## src/rtl/cfs_pkg.sv

```systemverilog
package cfs_pkg;
   // address width for a memory of the given depth, never below one bit
   function automatic int unsigned cfs_addr_bits(input int unsigned depth);
      return (depth < 2) ? 1 : $clog2(depth);
   endfunction

   // width of an occupancy counter that must reach the depth itself
   function automatic int unsigned cfs_count_bits(input int unsigned depth);
      return $clog2(depth + 1);
   endfunction
endpackage

```

## src/rtl/cfs_ptr.sv

```systemverilog
module cfs_ptr #(
   parameter int unsigned DEPTH = 4,
   parameter int unsigned AW    = 2
) (
   input  logic          clk,
   input  logic          clr,
   input  logic          step,
   output logic [AW-1:0] ptr,
   output logic          at_last
);
   localparam logic [AW-1:0] LAST_ADDR = AW'(DEPTH - 1);
   localparam bit            POW2      = ((1 << AW) == DEPTH);

   assign at_last = (ptr == LAST_ADDR);

   generate
      if (POW2) begin : g_natural_wrap
         always_ff @(posedge clk) begin
            if (clr)       ptr <= '0;
            else if (step) ptr <= ptr + 1'b1;
         end
      end else begin : g_compare_wrap
         always_ff @(posedge clk) begin
            if (clr)       ptr <= '0;
            else if (step) ptr <= at_last ? '0 : ptr + 1'b1;
         end
      end
   endgenerate

   // a step taken from the top address lands on address zero
   p_wrap_to_zero_r2: assert property (@(posedge clk) disable iff (clr)
      (step && at_last) |=> (ptr == '0));
endmodule

```

## src/rtl/cfs_store.sv

```systemverilog
module cfs_store #(
   parameter int unsigned DATA_W = 9,
   parameter int unsigned DEPTH  = 4,
   parameter int unsigned AW     = 2
) (
   input  logic              clk,
   input  logic              clr,
   input  logic              we,
   input  logic [AW-1:0]     waddr,
   input  logic [DATA_W-1:0] wdata,
   input  logic              re,
   input  logic [AW-1:0]     raddr,
   output logic [DATA_W-1:0] rdata,
   output logic              rvalid
);
   logic [DATA_W-1:0] cells [DEPTH];

   always_ff @(posedge clk) begin
      if (we) cells[waddr] <= wdata;
   end

   // zero when idle so that several slices can be merged with OR
   always_ff @(posedge clk) begin
      if (clr) begin
         rdata  <= '0;
         rvalid <= 1'b0;
      end else begin
         rvalid <= re;
         rdata  <= re ? cells[raddr] : '0;
      end
   end
endmodule

```

## src/rtl/cfs_token.sv

```systemverilog
module cfs_token (
   input  logic clk,
   input  logic mrst,
   input  logic first_n,
   input  logic xin_n,
   input  logic wr_en,
   input  logic rd_en,
   input  logic wr_last_acc,
   input  logic rd_last_acc,
   output logic tok_wr,
   output logic tok_rd,
   output logic xout_n
);
   logic take_wr, take_rd;

   // the strobe that is high beside the incoming pulse names the token
   assign take_wr = ~mrst & ~xin_n & wr_en;
   assign take_rd = ~mrst & ~xin_n & rd_en;
   assign xout_n  = ~(wr_last_acc | rd_last_acc);

   always_ff @(posedge clk) begin
      if (mrst) begin
         tok_wr <= ~first_n;
         tok_rd <= ~first_n;
      end else begin
         // the take term wins so that a ring of one slice keeps its tokens
         tok_wr <= (tok_wr & ~wr_last_acc) | take_wr;
         tok_rd <= (tok_rd & ~rd_last_acc) | take_rd;
      end
   end

   p_one_strobe_r7: assert property (@(posedge clk) disable iff (mrst)
      !(wr_en && rd_en));

   p_wr_release_r6: assert property (@(posedge clk) disable iff (mrst)
      (wr_last_acc && xin_n) |=> !tok_wr);

   p_rd_release_r6: assert property (@(posedge clk) disable iff (mrst)
      (rd_last_acc && xin_n) |=> !tok_rd);

   p_rd_take_r7: assert property (@(posedge clk) disable iff (mrst)
      (!xin_n && rd_en) |=> tok_rd);

   p_wr_take_r7: assert property (@(posedge clk) disable iff (mrst)
      (!xin_n && wr_en) |=> tok_wr);
endmodule

```

## src/rtl/cascade_fifo_slice.sv

```systemverilog
module cascade_fifo_slice
   import cfs_pkg::*;
#(
   parameter int unsigned DATA_W = 9,
   parameter int unsigned DEPTH  = 4
) (
   input  logic              clk,
   input  logic              mrst,
   input  logic              first_n,
   input  logic              xin_n,
   input  logic              wr_en,
   input  logic [DATA_W-1:0] wr_data,
   input  logic              rd_en,
   output logic              xout_n,
   output logic [DATA_W-1:0] rd_data,
   output logic              rd_valid,
   output logic              empty_n,
   output logic              full_n
);
   localparam int unsigned    AW       = cfs_addr_bits(DEPTH);
   localparam int unsigned    CW       = cfs_count_bits(DEPTH);
   localparam logic [CW-1:0]  FULL_CNT = CW'(DEPTH);

   initial begin : chk_params
      assert (DEPTH >= 2)  else $error("cascade_fifo_slice: DEPTH must be at least 2");
      assert (DATA_W >= 1) else $error("cascade_fifo_slice: DATA_W must be at least 1");
   end

   logic          tok_wr, tok_rd;
   logic          wr_acc, rd_acc;
   logic          wr_at_last, rd_at_last;
   logic [AW-1:0] wr_addr, rd_addr;
   logic [CW-1:0] fill_q;
   logic          is_full, is_empty;

   assign is_full  = (fill_q == FULL_CNT);
   assign is_empty = (fill_q == '0);
   assign wr_acc   = ~mrst & tok_wr & wr_en & ~is_full;
   assign rd_acc   = ~mrst & tok_rd & rd_en & ~is_empty;
   assign empty_n  = ~is_empty;
   assign full_n   = ~is_full;

   always_ff @(posedge clk) begin
      if (mrst) fill_q <= '0;
      else begin
         case ({wr_acc, rd_acc})
            2'b10:   fill_q <= fill_q + 1'b1;
            2'b01:   fill_q <= fill_q - 1'b1;
            default: fill_q <= fill_q;
         endcase
      end
   end

   cfs_ptr #(.DEPTH(DEPTH), .AW(AW)) u_wr_ptr (
      .clk(clk), .clr(mrst), .step(wr_acc), .ptr(wr_addr), .at_last(wr_at_last)
   );

   cfs_ptr #(.DEPTH(DEPTH), .AW(AW)) u_rd_ptr (
      .clk(clk), .clr(mrst), .step(rd_acc), .ptr(rd_addr), .at_last(rd_at_last)
   );

   cfs_store #(.DATA_W(DATA_W), .DEPTH(DEPTH), .AW(AW)) u_store (
      .clk(clk), .clr(mrst),
      .we(wr_acc), .waddr(wr_addr), .wdata(wr_data),
      .re(rd_acc), .raddr(rd_addr),
      .rdata(rd_data), .rvalid(rd_valid)
   );

   cfs_token u_token (
      .clk(clk), .mrst(mrst), .first_n(first_n), .xin_n(xin_n),
      .wr_en(wr_en), .rd_en(rd_en),
      .wr_last_acc(wr_acc & wr_at_last),
      .rd_last_acc(rd_acc & rd_at_last),
      .tok_wr(tok_wr), .tok_rd(tok_rd), .xout_n(xout_n)
   );

   p_reset_state_r1: assert property (@(posedge clk) disable iff (mrst)
      $past(mrst) |-> (!empty_n && full_n && !rd_valid && xout_n));

   p_no_overflow_r4: assert property (@(posedge clk) disable iff (mrst)
      (!full_n && wr_en) |=> !full_n);

   p_no_underflow_r5: assert property (@(posedge clk) disable iff (mrst)
      (!empty_n && rd_en) |=> !rd_valid);

   p_valid_owner_r3: assert property (@(posedge clk) disable iff (mrst)
      rd_valid |-> ($past(tok_rd) && $past(rd_en)));

   p_idle_zero_r3: assert property (@(posedge clk) disable iff (mrst)
      !rd_valid |-> (rd_data == '0));

   p_flags_excl_r8: assert property (@(posedge clk) disable iff (mrst)
      !(!empty_n && !full_n));
endmodule

```

## config.mk

```make
export PLATFORM = sky130hd
export DESIGN_NAME = cascade_fifo_slice
export DESIGN_NICKNAME = d
export VERILOG_FILES = /design/src/rtl/cfs_pkg.sv /design/src/rtl/cfs_ptr.sv /design/src/rtl/cfs_store.sv /design/src/rtl/cfs_token.sv /design/src/rtl/cascade_fifo_slice.sv
export SDC_FILE = /design/constraint.sdc
export NUM_CORES = 1
export LEC_CHECK = 0
export CAP_MARGIN = 20
export CORE_ASPECT_RATIO = 1.2
export CORE_MARGIN = 3
export CORE_UTILIZATION = 50
export DETAILED_ROUTE_END_ITERATION = 8
export GPL_ROUTABILITY_DRIVEN = 1
export PLACE_DENSITY = 0.82
export SYNTH_ARGS = -nofsm -noshare
export SYNTH_HDL_FRONTEND = slang
export SYNTH_SLANG_ARGS = --single-unit
```

## constraint.sdc

```tcl
create_clock -name clk -period 4.82 [get_ports clk]
set_clock_uncertainty 0.2 [all_clocks]
set_input_delay 1.205 -clock clk [delete_from_list [all_inputs] [get_ports clk]]
set_output_delay 1.205 -clock clk [all_outputs]
set_load 0.01 [all_outputs]
```

==> results of run 1 <==
==> sequential cells by signal, summed over array words and instances, names as in the netlist <==
| signal | flops |
|---|---|
| u_token.tok_wr | 1 |
| u_store.rvalid | 1 |
| u_token.tok_rd | 1 |
| u_rd_ptr.ptr | 2 |
| u_store.cells | 36 |
| u_store.rdata | 9 |
| fill_q | 3 |
| u_wr_ptr.ptr | 2 |
==> placed cells by master, fill, tap and decap left out, drive strengths merged <==
cell	instances
clkbuf	5
edfxtp	36
o221ai	1
a21oi	3
or3	2
and2	3
nor2b	1
nand3	4
dfxtp	19
mux2i	1
nor2	5
clkdlybuf4s50	27
and3	13
mux4	9
xor2	2
ha	6
o31ai	1
a221o	1
nand2	5
or3b	1
buf	1
fa	1
bufinv	1
inv	8
and3b	2
o21ai	3
==> cells by family (layout without fill, tap and decap cells) <==
logic type,after synthesis,in the layout
AOI/OAI and AO/OA,9,9
buffers and inverters,14,42
DFF,55,55
xor gates and xnor gates,2,2
adders and majority gates,7,7
muxes,10,10
and+or+nand+nor,36,36
==> power by group <==
group,switching (mW),leakage (nW),internal [mW],total [mW]
registers,0.00697,0.480,0.512,0.519
logic,0.0279,0.368,0.0320,0.0599
clock network,0.132,0.0545,0.152,0.284
==> final timing paths <==
check,start,end,slack (ns),cells after the start
setup / recovery,mrst,xout_n,0.39,5
hold / removal,fill_q[2],fill_q[2],0.30,2
setup reg to reg,fill_q[0],fill_q[2],2.24,9
hold reg to reg,fill_q[2],fill_q[2],0.30,2
==> worst max-delay path, delay by kind of cell <==
family          cells  cell delay, ns
buf+inv             2            1.12
simple gates        2            0.58
compound gates      1            0.12
==> area by class of cell <==
cell class	instances	area, sq um
fillers	309	1470
flip-flops and latches	55	1460
multi-input cells	64	623
repair buffers	28	278
clock buffers	5	68.8
well taps	54	67.6
clock inverters	2	36.3
inverters	7	26.3
==> layer usage <==
layer | GRT usage (%) | vias up
met5 | 0 | -
met1 | 16.3 | 570
li1 | - | 546
met3 | 4.78 | 6
met4 | 5.49 | 0
met2 | 26.3 | 33
==> through the flow <==
step / utilization [%] / hold WS (ns) / power, mW / area [sq um] / setup slack [ns]
final: 63.5 / 0.301 / 0.863 / 2560 / 0.393
after global routing: 63.5 / 0.341 / 0.901 / 2560 / 0.318
after CTS: 63.5 / 0.301 / 0.870 / 2560 / 0.380
after detailed placement: 60.9 / 0.288 / 0.590 / 2460 / 0.387
after global placement: 60.9 / 0.283 / 0.587 / 2460 / 0.387
after floorplan: - / 0.262 / 0.563 / 2160 / 1.40
==> flow_metrics.py, run 1 <==
metrics = {
    "cts": {
        "ctsHoldBuffers": 0,
        "cts_resized": 0,
        "htree_levels": 2,
        "insertion_delay_ns": 0.29,
        "cts.reportedPaths.clkPinSlew_ns": 0.09,
        "clockBufferDepth": 2,
        "cts_buffers": 5,
        "cts_tree": "yes",
        "post_cts_buffers": 0,
        "root_buffer": "clkbuf_8",
        "cts_sinks": 55,
    },
    "worst_setup_path": {
        "crit_chain": "clkdlybuf4s50_1 -> and3b_1 -> and2_4 -> a21oi_2 -> clkdlybuf4s50_1",
        "timing.critical_path.mode_cell": "clkdlybuf4s50_1",
        "arrival_ns": 3.02,
        "slowest_stage": "clkdlybuf4s50_1",
        "end_kind": "primary output",
        "max_stage_delay_ns": 0.58,
        "crit_required_ns": 3.41,
        "startpoint_type": "input port",
        "crit_fanout": 13,
        "criticalPathCategory": "in2out",
    },
    "floorplan": {
        "initial_core_util_pct": 53.5,
        "die_x_um": 66.0,
        "dieArea_sq_mm": 0.00514,
        "core_area_sq_mm": 0.00404,
        "io-pin-count": 28,
        "core.rowCount": 25,
        "die_h_um": 78.0,
    },
    "drt": {
        "wl_met1_mm": 1.28,
        "wl_mm": 3.31,
        "firstDrtPassIters": 4,
        "dr.max_layer_used": "met4",
        "post-route-drc-count": 0,
        "antenna_left": 0,
        "routed-wl-met3_um": 167,
        "drt_iter0_markers": 57,
        "via_count": 1155,
        "wl_met2_mm": 1.81,
        "viasPerCell": 5.37,
        "routedWlPerCell_um": 15.4,
    },
    "sta": {
        "rsz0062_at_grt": "no",
        "finalSetupViolations": 0,
        "hold_violations": 0,
        "fin_crit_ns": 4.43,
        "max_slew_margin_pct": 51.1,
        "post-route-period-util_pct": 91.9,
        "slew_viol_final": 0,
        "fmax_ghz": 0.226,
        "tightest_slew_ns": 0.732,
        "fin_tns_setup_ns": 0,
    },
    "place": {
        "place.gp.congestion": 0.819,
        "dpl.hpwl_mm": 2.32,
        "dp_cells": 208,
        "portBuffers": 27,
    },
    "pwr": {
        "p_leak_nw": 0.902,
        "p_per_area_mw_per_mm2": 337,
        "max-vdd-ir-drop_mv": 0.256,
    },
    "synthesis": {
        "yosysMostFrequentCell": "edfxtp_1",
        "synth_edf_count": 36,
        "synthesis.area_sq_mm": 0.00216,
        "syn_inst": 133,
        "yosys.area_share.adder_pct": 4.41,
        "synthMuxAreaShare_pct": 9.86,
        "seq_area_frac_synth_pct": 67.7,
        "synth_xor_area_share_pct": 0.812,
        "synthArstFlopShare_pct": 0,
        "synth_flop_cell": "edfxtp_1",
        "yosysTopAreaCell": "edfxtp_1",
        "synth-compound-area-share_pct": 3.71,
        "ys_seq_elements": 55,
        "synth_top_family_by_area": "simple AND/OR/NAND/NOR gates",
        "ys_types": 31,
        "synth-simple-area-share_pct": 10.1,
        "synthTopCellsByCount": "edfxtp_1 (36), dfxtp_1 (19), and3_1 (12), mux4_2 (9)",
        "netlist_top_cells_area": "edfxtp_1 (50%), dfxtp_1 (18%), mux4_2 (9.4%)",
        "synth_top_area_share_pct": 50.1,
        "synth_nets": 155,
        "synth.avg_cell_area_sq_um": 16.2,
        "yosys_warnings": 0,
    },
    "flow_run": {
        "cap_violations": 0,
    },
    "layout": {
        "area_delta_synth_final_pct": 18.7,
        "instances_no_fill": 215,
        "final_nets": 183,
        "antennaDiodeCount": 0,
        "drive_gt1_share_pct": 15.5,
    },
    "global_route": {
        "gr-total-overflow": 0,
        "grt_max_degree": 17,
        "antenna_found_initial": 0,
        "grt_pass1_wl_mm": 5.59,
        "grtUsageTotal_pct": 14.9,
        "grt_pass1_vias": 1217,
    },
    "min_path": {
        "hp-class": "reg2reg",
    },
    "status": {
        "status": "finished, final reports clean",
    },
}
Note: power is estimated with default switching activity, not from simulation.
==> inputs of run 2 (changes only) <==
--- a/config.mk
+++ b/config.mk
@@ -5,7 +5,7 @@
 export SDC_FILE = /design/constraint.sdc
 export NUM_CORES = 1
 export LEC_CHECK = 0
-export CAP_MARGIN = 20
+export CAP_MARGIN = 30
 export CORE_ASPECT_RATIO = 1.2
 export CORE_MARGIN = 3
 export CORE_UTILIZATION = 50
==> results of run 2 <==
Same layout as run 1: the final DEF is identical, and so are final timing and power.
==> inputs of run 3 (changes only) <==
--- a/config.mk
+++ b/config.mk
@@ -6,12 +6,10 @@
 export NUM_CORES = 1
 export LEC_CHECK = 0
 export CAP_MARGIN = 30
-export CORE_ASPECT_RATIO = 1.2
 export CORE_MARGIN = 3
-export CORE_UTILIZATION = 50
+export CORE_UTILIZATION = 34
 export DETAILED_ROUTE_END_ITERATION = 8
-export GPL_ROUTABILITY_DRIVEN = 1
-export PLACE_DENSITY = 0.82
+export PLACE_DENSITY = 0.63
 export SYNTH_ARGS = -nofsm -noshare
 export SYNTH_HDL_FRONTEND = slang
 export SYNTH_SLANG_ARGS = --single-unit
==> run 3 against run 2 <==
Against the previous run:
- combinational power up 3%
- total power up 1.0%
- sequential share of layout area down 0.77 points
- via count down 1.8%
- highest routed layer unchanged
- critical endpoint unchanged
- worst hold slack better by 0.0070 ns
==> flow_metrics.py, run 3 (synthesized netlist as in run 1, its figures left out) <==
metrics = {
    "worst_setup_path": {
        "path_delay_family": "buffers and inverters",
        "r2r_setup_slack_ns": 2.23,
        "crit_chain": "clkdlybuf4s50_1 -> buf_4 -> and3b_1 -> and2_4 -> a21oi_2 -> clkdlybuf4s50_1",
        "startpoint_type": "input port",
        "r2r_end": "fill_q[2]",
        "crit_fanout": 6,
        "regToRegStartpoint": "fill_q[0]",
        "worstRegToRegCells": 9,
        "slowest_stage": "clkdlybuf4s50_1",
        "crit_required_ns": 3.41,
        "end_kind": "primary output",
        "max_stage_delay_ns": 0.57,
        "criticalPathCategory": "in2out",
        "timing.critical_path.mode_cell": "clkdlybuf4s50_1",
        "arrival_ns": 2.98,
        "cp.depth": 6,
        "crit_buf_inv": 3,
    },
    "drt": {
        "viasPerCell": 4.76,
        "post-route-drc-count": 0,
        "routedWlPerCell_um": 15.5,
        "firstDrtPassIters": 4,
        "wl_mm": 3.68,
        "drt_iter0_markers": 64,
        "antenna_left": 0,
        "via_count": 1134,
    },
    "global_route": {
        "gr-max-usage-layer": "met2",
        "grtUsageTotal_pct": 11.4,
        "grtUsageMet2_pct": 19.8,
        "met3_usage_pct": 4.32,
        "gr-total-overflow": 0,
        "grt_pass1_vias": 1259,
        "antenna_found_initial": 0,
        "grt_pass1_wl_mm": 6.22,
        "grt_use_met1_pct": 12.8,
        "grt_max_degree": 17,
    },
    "cts": {
        "cts_sinks": 55,
        "htree_levels": 2,
        "insertion_delay_ns": 0.30,
        "cts_resized": 0,
        "clockBufferDepth": 2,
        "cts_tree": "yes",
        "ctsHoldBuffers": 0,
        "root_buffer": "clkbuf_8",
        "cts_buffers": 5,
        "cts.reportedPaths.clkPinSlew_ns": 0.09,
        "post_cts_buffers": 0,
    },
    "flow_run": {
        "cap_violations": 0,
    },
    "min_path": {
        "min_to": "fill_q[2]",
        "worstHoldStart": "fill_q[2]",
        "hold_path_depth": 2,
        "hp-class": "reg2reg",
    },
    "sta": {
        "holdWs_ns": 0.308,
        "fin_tns_setup_ns": 0,
        "rsz0062_at_grt": "no",
        "slew_viol_final": 0,
        "max_slew_margin_pct": 53.3,
        "tightest_slew_ns": 0.700,
        "finalSetupViolations": 0,
        "hold_violations": 0,
        "post-route-period-util_pct": 91.0,
        "fmax_ghz": 0.228,
        "fin_crit_ns": 4.38,
    },
    "layout": {
        "largest_register_ffs": 36,
        "stdcell_area_sq_mm": 0.00260,
        "fin_util_pct": 43.1,
        "multiInputGateArea_sq_um": 623,
        "antennaDiodeCount": 0,
        "layout_common_cells": "edfxtp_1 (36), clkdlybuf4s50_1 (27), dfxtp_1 (19), and3_1 (12), mux4_2 (9)",
        "largest_registers": "u_store.cells x36, u_store.rdata x9, fill_q x3",
        "final_nets": 184,
        "largest_register": "u_store.cells",
        "final_common_cell": "edfxtp_1",
        "area_delta_synth_final_pct": 20.4,
        "drive_gt1_share_pct": 15.3,
        "fill_cells": 548,
        "final-seq-area_sq_mm": 0.00146,
    },
    "floorplan": {
        "dieArea_sq_mm": 0.00734,
        "core_area_sq_mm": 0.00603,
        "io-pin-count": 28,
        "core.rowCount": 28,
        "die_x_um": 85.7,
        "initial_core_util_pct": 35.8,
        "die_h_um": 85.7,
    },
    "place": {
        "dpl_cell_area_sq_mm": 0.00249,
        "dpl.hpwl_mm": 2.62,
        "place.gp.congestion": 0.783,
        "portBuffers": 27,
    },
    "pwr": {
        "p_per_area_mw_per_mm2": 336,
        "p_leak_nw": 0.906,
        "max-vdd-ir-drop_mv": 0.148,
    },
    "status": {
        "status": "finished, final reports clean",
    },
}
## run 3: worst max-delay path by stage
stage	end	from
after detailed placement	xout_n	mrst
after global routing	xout_n	mrst
final	xout_n	mrst
after global placement	xout_n	mrst
after floorplan	xout_n	mrst
after CTS	xout_n	mrst
## run 3: metal layers
| metal | part of all wire, % | up-vias |
|---|---|---|
| li1 | - | 550 |
| met1 | 40 | 562 |
| met2 | 55 | 20 |
| met3 | 3.9 | 2 |
| met4 | 0.82 | 0 |
| met5 | 0 | - |
## run 3: layout make-up
type                            instances  area share [%]
Timing Repair Buffer                   29            11.0
Tap cell                               75            3.61
Sequential cell                        55            56.3
Inverter                                7            1.01
Clock inverter                          1            1.16
Multi-Input combinational cell         64            24.0
Clock buffer                            7            2.94
## run 3: through the flow
| stage | cells | total power, mW | setup WS (ns) |
|---|---|---|---|
| 2_1_floorplan | 133 | 0.563 | 1.40 |
| 3_3_place_gp | 230 | 0.590 | 0.414 |
| 3_5_place_dp | 230 | 0.593 | 0.416 |
| 4_1_cts | 238 | 0.883 | 0.419 |
| 5_1_grt | 238 | 0.915 | 0.371 |
| 6_report | 238 | 0.872 | 0.436 |
## run 3: worst register-to-register path, cell delays in order, from the launching register on
cell and delay (ns):
dfxtp_1 0.35, or3b_1 0.51, and2_4 0.21, inv_2 0.04, ha_1 0.17, inv_1 0.06, fa_1 0.37, xor2_1 0.16
or3_1 0.30, a21oi_1 0.14
## run 3: where the power goes
part | internal [mW] | switching [mW]
Clock | 0.156 | 0.136
Combinational | 0.0326 | 0.0288
Sequential | 0.512 | 0.00723
